<file path="config.mk">
export PLATFORM = sky130hd
export DESIGN_NAME = timer16_unit
export DESIGN_NICKNAME = d
export VERILOG_FILES = /design/src/rtl/timer16_pkg.sv /design/src/rtl/timer16_tick_sel.sv /design/src/rtl/timer16_sync.sv /design/src/rtl/timer16_core.sv /design/src/rtl/timer16_unit.sv
export SDC_FILE = /design/constraint.sdc
export NUM_CORES = 1
export LEC_CHECK = 0
export ABC_AREA = 1
export CORE_AREA = 8 8 125 127
export CTS_CLUSTER_SIZE = 12
export DETAILED_ROUTE_END_ITERATION = 6
export DIE_AREA = 0 0 133 135
export DONT_BUFFER_PORTS = 1
export PLACE_DENSITY = 0.37
export REMOVE_ABC_BUFFERS = 1
export SYNTH_ARGS = -nofsm -noshare
export SYNTH_HDL_FRONTEND = slang
export SYNTH_HIERARCHICAL = 1
export SYNTH_SLANG_ARGS = --single-unit
</file>
<file path="constraint.sdc">
create_clock -name clk -period 4.55 [get_ports clk]
set_clock_uncertainty 0.15 [all_clocks]
set_input_delay 0.2275 -clock clk [delete_from_list [all_inputs] [get_ports clk]]
set_output_delay 0.2275 -clock clk [all_outputs]
set_load 0.03 [all_outputs]
</file>
<file path="src/rtl/timer16_pkg.sv">
package timer16_pkg;

   typedef enum logic [1:0] {
      REG_CNT  = 2'd0,
      REG_MODE = 2'd1,
      REG_TGT  = 2'd2,
      REG_NONE = 2'd3
   } reg_sel_e;

   localparam int MB_SYNC     = 0;
   localparam int MB_SEL_LO   = 1;
   localparam int MB_SEL_HI   = 2;
   localparam int MB_WRAP     = 3;
   localparam int MB_IRQ_TGT  = 4;
   localparam int MB_IRQ_OVF  = 5;
   localparam int MB_REPEAT   = 6;
   localparam int MB_SRC_A    = 8;
   localparam int MB_SRC_B    = 9;
   localparam int MB_EVENT    = 10;
   localparam int MB_HIT_TGT  = 11;
   localparam int MB_HIT_OVF  = 12;
   localparam int MODE_W      = 13;
   localparam int MODE_WR_W   = 10;

endpackage

</file>
<file path="src/rtl/timer16_tick_sel.sv">
module timer16_tick_sel #(
   parameter int UNIT_IDX = 0,
   parameter int DIV_LOG2 = 3
) (
   input  logic clk,
   input  logic rst_n,
   input  logic pre_clr,
   input  logic src_a,
   input  logic src_b,
   input  logic dot_tick,
   input  logic hsync_tick,
   output logic tick
);

   generate
      if (UNIT_IDX == 0) begin : g_dot
         logic unused_in;
         assign unused_in = ^{clk, rst_n, pre_clr, src_b, hsync_tick};
         assign tick = src_a ? dot_tick : 1'b1;
      end else if (UNIT_IDX == 1) begin : g_hsync
         logic unused_in;
         assign unused_in = ^{clk, rst_n, pre_clr, src_b, dot_tick};
         assign tick = src_a ? hsync_tick : 1'b1;
      end else begin : g_div
         logic [DIV_LOG2-1:0] pre_q;
         logic                unused_in;
         assign unused_in = ^{src_a, dot_tick, hsync_tick};
         always_ff @(posedge clk or negedge rst_n) begin
            if (!rst_n)       pre_q <= '0;
            else if (pre_clr) pre_q <= '0;
            else              pre_q <= pre_q + 1'b1;
         end
         assign tick = src_b ? (&pre_q) : 1'b1;
      end
   endgenerate

endmodule

</file>
<file path="src/rtl/timer16_sync.sv">
module timer16_sync #(
   parameter int UNIT_IDX = 0
) (
   input  logic       clk,
   input  logic       rst_n,
   input  logic       blank,
   input  logic       sync_en,
   input  logic [1:0] sync_sel,
   output logic       hold,
   output logic       clear
);

   generate
      if (UNIT_IDX < 2) begin : g_video
         logic blank_q;
         always_ff @(posedge clk or negedge rst_n) begin
            if (!rst_n) blank_q <= 1'b0;
            else        blank_q <= blank;
         end
         assign hold  = sync_en && (sync_sel == 2'd0) && blank;
         assign clear = sync_en && ((sync_sel == 2'd1) || (sync_sel == 2'd2))
                        && blank_q && !blank;
      end else begin : g_stop
         logic unused_in;
         assign unused_in = ^{clk, rst_n, blank};
         assign hold  = sync_en && ((sync_sel == 2'd0) || (sync_sel == 2'd3));
         assign clear = 1'b0;
      end
   endgenerate

endmodule

</file>
<file path="src/rtl/timer16_core.sv">
module timer16_core #(
   parameter int W = 16
) (
   input  logic         clk,
   input  logic         rst_n,
   input  logic         ld_zero,
   input  logic         ld_val,
   input  logic [W-1:0] ld_data,
   input  logic         adv,
   input  logic         wrap_tgt,
   input  logic [W-1:0] target,
   output logic [W-1:0] count,
   output logic         tgt_ev,
   output logic         ovf_ev
);

   logic [W-1:0] cnt_q;
   logic [W-1:0] inc;
   logic         at_top;
   logic         step;

   assign inc    = cnt_q + 1'b1;
   assign at_top = &cnt_q;
   assign step   = adv && !ld_zero && !ld_val;
   assign ovf_ev = step && at_top;
   assign tgt_ev = step && !at_top && (inc == target);
   assign count  = cnt_q;

   always_ff @(posedge clk or negedge rst_n) begin
      if (!rst_n)                 cnt_q <= '0;
      else if (ld_zero)           cnt_q <= '0;
      else if (ld_val)            cnt_q <= ld_data;
      else if (tgt_ev && wrap_tgt) cnt_q <= '0;
      else if (step)              cnt_q <= inc;
   end

endmodule

</file>
<file path="src/rtl/timer16_unit.sv">
module timer16_unit #(
   parameter int UNIT_IDX = 0,
   parameter int DATA_W   = 16,
   parameter int DIV_LOG2 = 3
) (
   input  logic              clk,
   input  logic              rst_n,
   input  logic              dot_tick,
   input  logic              hsync_tick,
   input  logic              blank,
   input  logic              wr_en,
   input  logic              rd_en,
   input  logic [1:0]        addr,
   input  logic [DATA_W-1:0] wdata,
   output logic [DATA_W-1:0] rdata,
   output logic              irq_pulse
);

   localparam int MW  = timer16_pkg::MODE_W;
   localparam int PAD = DATA_W - MW;

   generate
      if (UNIT_IDX < 0 || UNIT_IDX > 2) begin : g_bad_unit
         $error("timer16_unit: UNIT_IDX must be 0, 1 or 2");
      end
      if (DATA_W < MW) begin : g_bad_width
         $error("timer16_unit: DATA_W too narrow for the mode field");
      end
      if (DIV_LOG2 < 1) begin : g_bad_div
         $error("timer16_unit: DIV_LOG2 must be at least 1");
      end
   endgenerate

   logic              wr_mode, wr_cnt, wr_tgt, rd_mode;
   logic [MW-1:0]     mode_q, mode_nx;
   logic [DATA_W-1:0] tgt_q;
   logic [DATA_W-1:0] cnt_w;
   logic              fired_q;
   logic              tick, hold, sync_clr, adv;
   logic              tgt_ev, ovf_ev, fire, allow;

   assign wr_mode = wr_en && (addr == timer16_pkg::REG_MODE);
   assign wr_cnt  = wr_en && (addr == timer16_pkg::REG_CNT);
   assign wr_tgt  = wr_en && (addr == timer16_pkg::REG_TGT);
   assign rd_mode = rd_en && (addr == timer16_pkg::REG_MODE);

   timer16_tick_sel #(.UNIT_IDX(UNIT_IDX), .DIV_LOG2(DIV_LOG2)) u_tick (
      .clk        (clk),
      .rst_n      (rst_n),
      .pre_clr    (wr_mode),
      .src_a      (mode_q[timer16_pkg::MB_SRC_A]),
      .src_b      (mode_q[timer16_pkg::MB_SRC_B]),
      .dot_tick   (dot_tick),
      .hsync_tick (hsync_tick),
      .tick       (tick)
   );

   timer16_sync #(.UNIT_IDX(UNIT_IDX)) u_sync (
      .clk      (clk),
      .rst_n    (rst_n),
      .blank    (blank),
      .sync_en  (mode_q[timer16_pkg::MB_SYNC]),
      .sync_sel (mode_q[timer16_pkg::MB_SEL_HI:timer16_pkg::MB_SEL_LO]),
      .hold     (hold),
      .clear    (sync_clr)
   );

   assign adv = tick && !hold;

   timer16_core #(.W(DATA_W)) u_core (
      .clk      (clk),
      .rst_n    (rst_n),
      .ld_zero  (wr_mode || (sync_clr && !wr_cnt)),
      .ld_val   (wr_cnt),
      .ld_data  (wdata),
      .adv      (adv),
      .wrap_tgt (mode_q[timer16_pkg::MB_WRAP]),
      .target   (tgt_q),
      .count    (cnt_w),
      .tgt_ev   (tgt_ev),
      .ovf_ev   (ovf_ev)
   );

   assign fire  = (tgt_ev && mode_q[timer16_pkg::MB_IRQ_TGT]) ||
                  (ovf_ev && mode_q[timer16_pkg::MB_IRQ_OVF]);
   assign allow = mode_q[timer16_pkg::MB_REPEAT] || !fired_q;

   always_comb begin
      mode_nx = mode_q;
      if (rd_mode) begin
         mode_nx[timer16_pkg::MB_HIT_TGT] = 1'b0;
         mode_nx[timer16_pkg::MB_HIT_OVF] = 1'b0;
      end
      if (tgt_ev) begin
         mode_nx[timer16_pkg::MB_HIT_TGT] = 1'b1;
         mode_nx[timer16_pkg::MB_EVENT]   = 1'b1;
      end
      if (ovf_ev) begin
         mode_nx[timer16_pkg::MB_HIT_OVF] = 1'b1;
         mode_nx[timer16_pkg::MB_EVENT]   = 1'b1;
      end
   end

   always_ff @(posedge clk or negedge rst_n) begin
      if (!rst_n) begin
         mode_q    <= '0;
         fired_q   <= 1'b0;
         irq_pulse <= 1'b0;
      end else if (wr_mode) begin
         mode_q    <= {{(MW - timer16_pkg::MODE_WR_W){1'b0}},
                       wdata[timer16_pkg::MODE_WR_W-1:0]};
         fired_q   <= 1'b0;
         irq_pulse <= 1'b0;
      end else begin
         mode_q    <= mode_nx;
         irq_pulse <= fire && allow;
         if (fire && allow) fired_q <= 1'b1;
      end
   end

   always_ff @(posedge clk or negedge rst_n) begin
      if (!rst_n)      tgt_q <= '0;
      else if (wr_tgt) tgt_q <= wdata;
   end

   always_comb begin
      case (addr)
         timer16_pkg::REG_CNT:  rdata = cnt_w;
         timer16_pkg::REG_MODE: rdata = {{PAD{1'b0}}, mode_q};
         timer16_pkg::REG_TGT:  rdata = tgt_q;
         default:               rdata = '0;
      endcase
   end

endmodule

</file>
==> flow_metrics.py <==
metrics = {
    "sta": {
        "setup_viol": 0,
        "final_hold_viol_count": 0,
        "fin_tns_setup_ns": 0,
        "fin_ws_ns": 1.592,
        "max_freq_mhz": 338.1,
        "rsz0062_at_grt": "false",
        "tightestPinTransition_ns": 0.8793,
        "hold-worst-slack_ns": 0.008425,
        "fin_crit_ns": 2.958,
        "max_slew_margin_pct": 41.32,
        "slew_viol_final": 0,
        "period_share_pct": 65.00,
    },
    "worst_setup_path": {
        "crit_fanout": 3,
        "crit_arrival_ns": 3.05,
        "startpoint_type": "flip-flop",
        "path_class": "flip-flop to flip-flop",
        "end_kind": "flip-flop",
        "crit_required_ns": 4.64,
    },
    "pwr": {
        "p_leak_nw": 2.047,
        "power_density_nw_per_um2": 394.2,
        "peakVddDrop_mv": 0.1360,
        "total_power_w": 0.001601,
    },
    "global_route": {
        "use_met1_pct": 16.28,
        "grt_start_max_net_pins": 49,
        "gr-max-usage-layer": "met2",
        "grtUsageMet2_pct": 20.54,
        "grt_first_pass_wirelength_um": 17770,
        "grt_pass1_vias": 3213,
        "use_met3_pct": 3.083,
        "grt_usage_pct": 12.67,
        "grt_overflow": 0,
        "antenna_found_initial": 0,
    },
    "floorplan": {
        "core_area_um2": 13610,
        "die_w_um": 133,
        "pin_count": 42,
        "rows": 43,
        "dieArea_um2": 17960,
        "die_h_um": 135,
        "initial_utilization_pct": 25.44,
    },
    "layout": {
        "fillers": 1518,
        "multi_input_area_um2": 1966,
        "final_area_um2": 4060,
        "drive_above_1_share_pct": 11.55,
        "diodes": 0,
        "areaGrowthSynthToFinish_pct": 17.23,
        "seq_area_um2": 1201,
        "layout.nets": 580,
    },
    "clock_network": {
        "numCtsBuffers": 5,
        "cts_tree": "done",
        "clock_sinks": 48,
        "cts_buffer_depth": 2,
        "path_clk_slew_ns": 0.07,
        "cts-root-buf": "clkbuf_16",
        "clk_latency_ns": 0.31,
        "h-tree-depth": 2,
    },
    "placed_design": {
        "pre_cts_ws_ns": 1.560,
        "io_buffer_count": 0,
        "hpwl_um": 7927,
        "placed_area_um2": 3643,
        "place_congestion": 0.8083,
    },
    "route": {
        "drtPass1Iterations": 4,
        "viasPerCell": 4.398,
        "antenna_left": 0,
        "wl_per_cell_um": 15.00,
        "drt-initial-drc-count": 175,
        "vias": 3228,
        "drc": 0,
        "routed_wl_um": 11010,
    },
    "min_path": {
        "hp-class": "primary input to flip-flop",
    },
    "synth": {
        "yosysTopAreaCell": "dfrtp_1",
        "synth.top_cell.area_share_pct": 34.68,
        "yosys.cell_types.count": 31,
        "async_flop_share_pct": 100.0,
        "synth.most_common_cell": "nand2_1",
        "synth.avg_cell_area_um2": 6.510,
        "synth_seq_cells": 48,
        "synthCells": 532,
        "ys.flop_type": "dfrtp_1",
        "synth_edf_count": 0,
        "yosys_warnings": 6,
        "synthTopCellsByArea": "dfrtp_1 (35%), nand2_1 (26%), nand3_1 (6.4%)",
        "syn_area_um2": 3463,
        "ys_seq_area_share_pct": 34.68,
        "yosys-top-cells-count": "nand2_1 (241), inv_1 (55), dfrtp_1 (48), nand3_1 (44), nor2_1 (35)",
    },
    "outcome": {
        "outcome": "finished, final reports clean",
    },
    "run": {
        "maxCapViolCount": 0,
    },
}
## final timing paths
check                      startpoint               end  slack [ns]  cells past startpoint
min in group asynchronous       rst_n         mode_q[8]        0.28                      2
setup / recovery            mode_q[2]         irq_pulse        1.59                     19
setup reg to reg            mode_q[2]         irq_pulse        1.59                     19
hold / removal                addr[0]        mode_q[11]       0.008                      3
hold reg to reg             mode_q[6]         mode_q[6]        0.33                      2
max in group asynchronous       rst_n  u_core/count[13]        3.75                      2
## through the flow
step,instances,utilization [%]
after floorplan,516,-
after global placement,701,26.77
after detailed placement,701,26.77
after CTS,734,29.83
after global routing,734,29.83
final,734,29.83
## layout by cell type, fill, tap and decap left out, types with 2 or more instances in the layout
| master | n |
|---|---|
| clkbuf_16 | 5 |
| nand2_1 | 241 |
| nor2_1 | 34 |
| o21ai_1 | 11 |
| nand2_2 | 19 |
| nor2_2 | 6 |
| nand4_1 | 7 |
| ha_1 | 2 |
| clkinvlp_4 | 2 |
| o21ai_2 | 10 |
| buf_4 | 5 |
| nand3b_1 | 5 |
| xor2_1 | 3 |
| dfrtp_1 | 48 |
| nand3_1 | 44 |
| o211ai_1 | 2 |
| o21ai_0 | 2 |
| a21oi_1 | 6 |
| nor2_4 | 6 |
| inv_1 | 55 |
| dlygate4sd3_1 | 24 |
| inv_2 | 2 |
| xnor2_1 | 3 |
## what timing repair did
action	4_1_cts	5_1_grt
buffers inserted	0	0
gates resized for setup	0	0
hold buffers	25	0
endpoints found under the hold margin	91	0
## layout make-up
| class | instances | area share [%] |
|---|---|---|
| Clock buffer | 5 | 3.082 |
| Clock inverter | 3 | 0.5855 |
| Inverter | 57 | 5.270 |
| Multi-Input combinational cell | 411 | 48.41 |
| Sequential cell | 48 | 29.58 |
| Tap cell | 180 | 5.547 |
| Timing Repair Buffer | 30 | 7.519 |
## logic make-up (layout without fill, tap and decap cells)
| group | after synthesis | after routing | share of synthesized area [%] |
|---|---|---|---|
| adder cells (fa/ha/maj) | 2 | 2 | 0.7224 |
| flip-flops | 48 | 48 | 34.68 |
| AND/OR/NAND/NOR | 369 | 369 | 46.75 |
| AO/OA/AOI/OAI | 32 | 32 | 6.033 |
| XOR/XNOR | 8 | 8 | 2.890 |
| buffers and inverters | 73 | 95 | 8.924 |
## state kept, by name (all words and copies together) (netlist names)
| register | flops |
|---|---|
| tgt_q | 16 |
| u_core/count | 16 |
| mode_q | 13 |
| fired_q | 1 |
| irq_pulse | 1 |
| u_sync/g_video.blank_q | 1 |
## power by group
part / total [W] / switching [W] / internal, W
registers: 0.000626 / 0.000120 / 0.000506
clock network: 0.000392 / 0.000187 / 0.000205
logic: 0.000582 / 0.000370 / 0.000212
## routing by layer
metal | up-vias | wire length (µm)
met3 | 11 | 458
met1 | 1486 | 5149
li1 | 1684 | -
met5 | - | 0
met4 | 0 | 175
met2 | 47 | 5224
## worst max-delay path: stages (launching register included)
cell and delay, ns:
dfrtp_1 0.40, inv_1 0.09, ha_1 0.22, nand2_1 0.08, nor2_2 0.04, inv_1 0.04, o21ai_0 0.15, nor3b_1 0.30
nand3_1 0.11, nor2_1 0.16, nand3_1 0.10, nor2_1 0.10, nand3_1 0.07, nor3_1 0.13, nand3_1 0.09, nor2_1 0.12
inv_1 0.11, o21ai_0 0.24, nand2_1 0.09, nor2_1 0.09
Note: power is estimated with default switching activity, not from simulation.
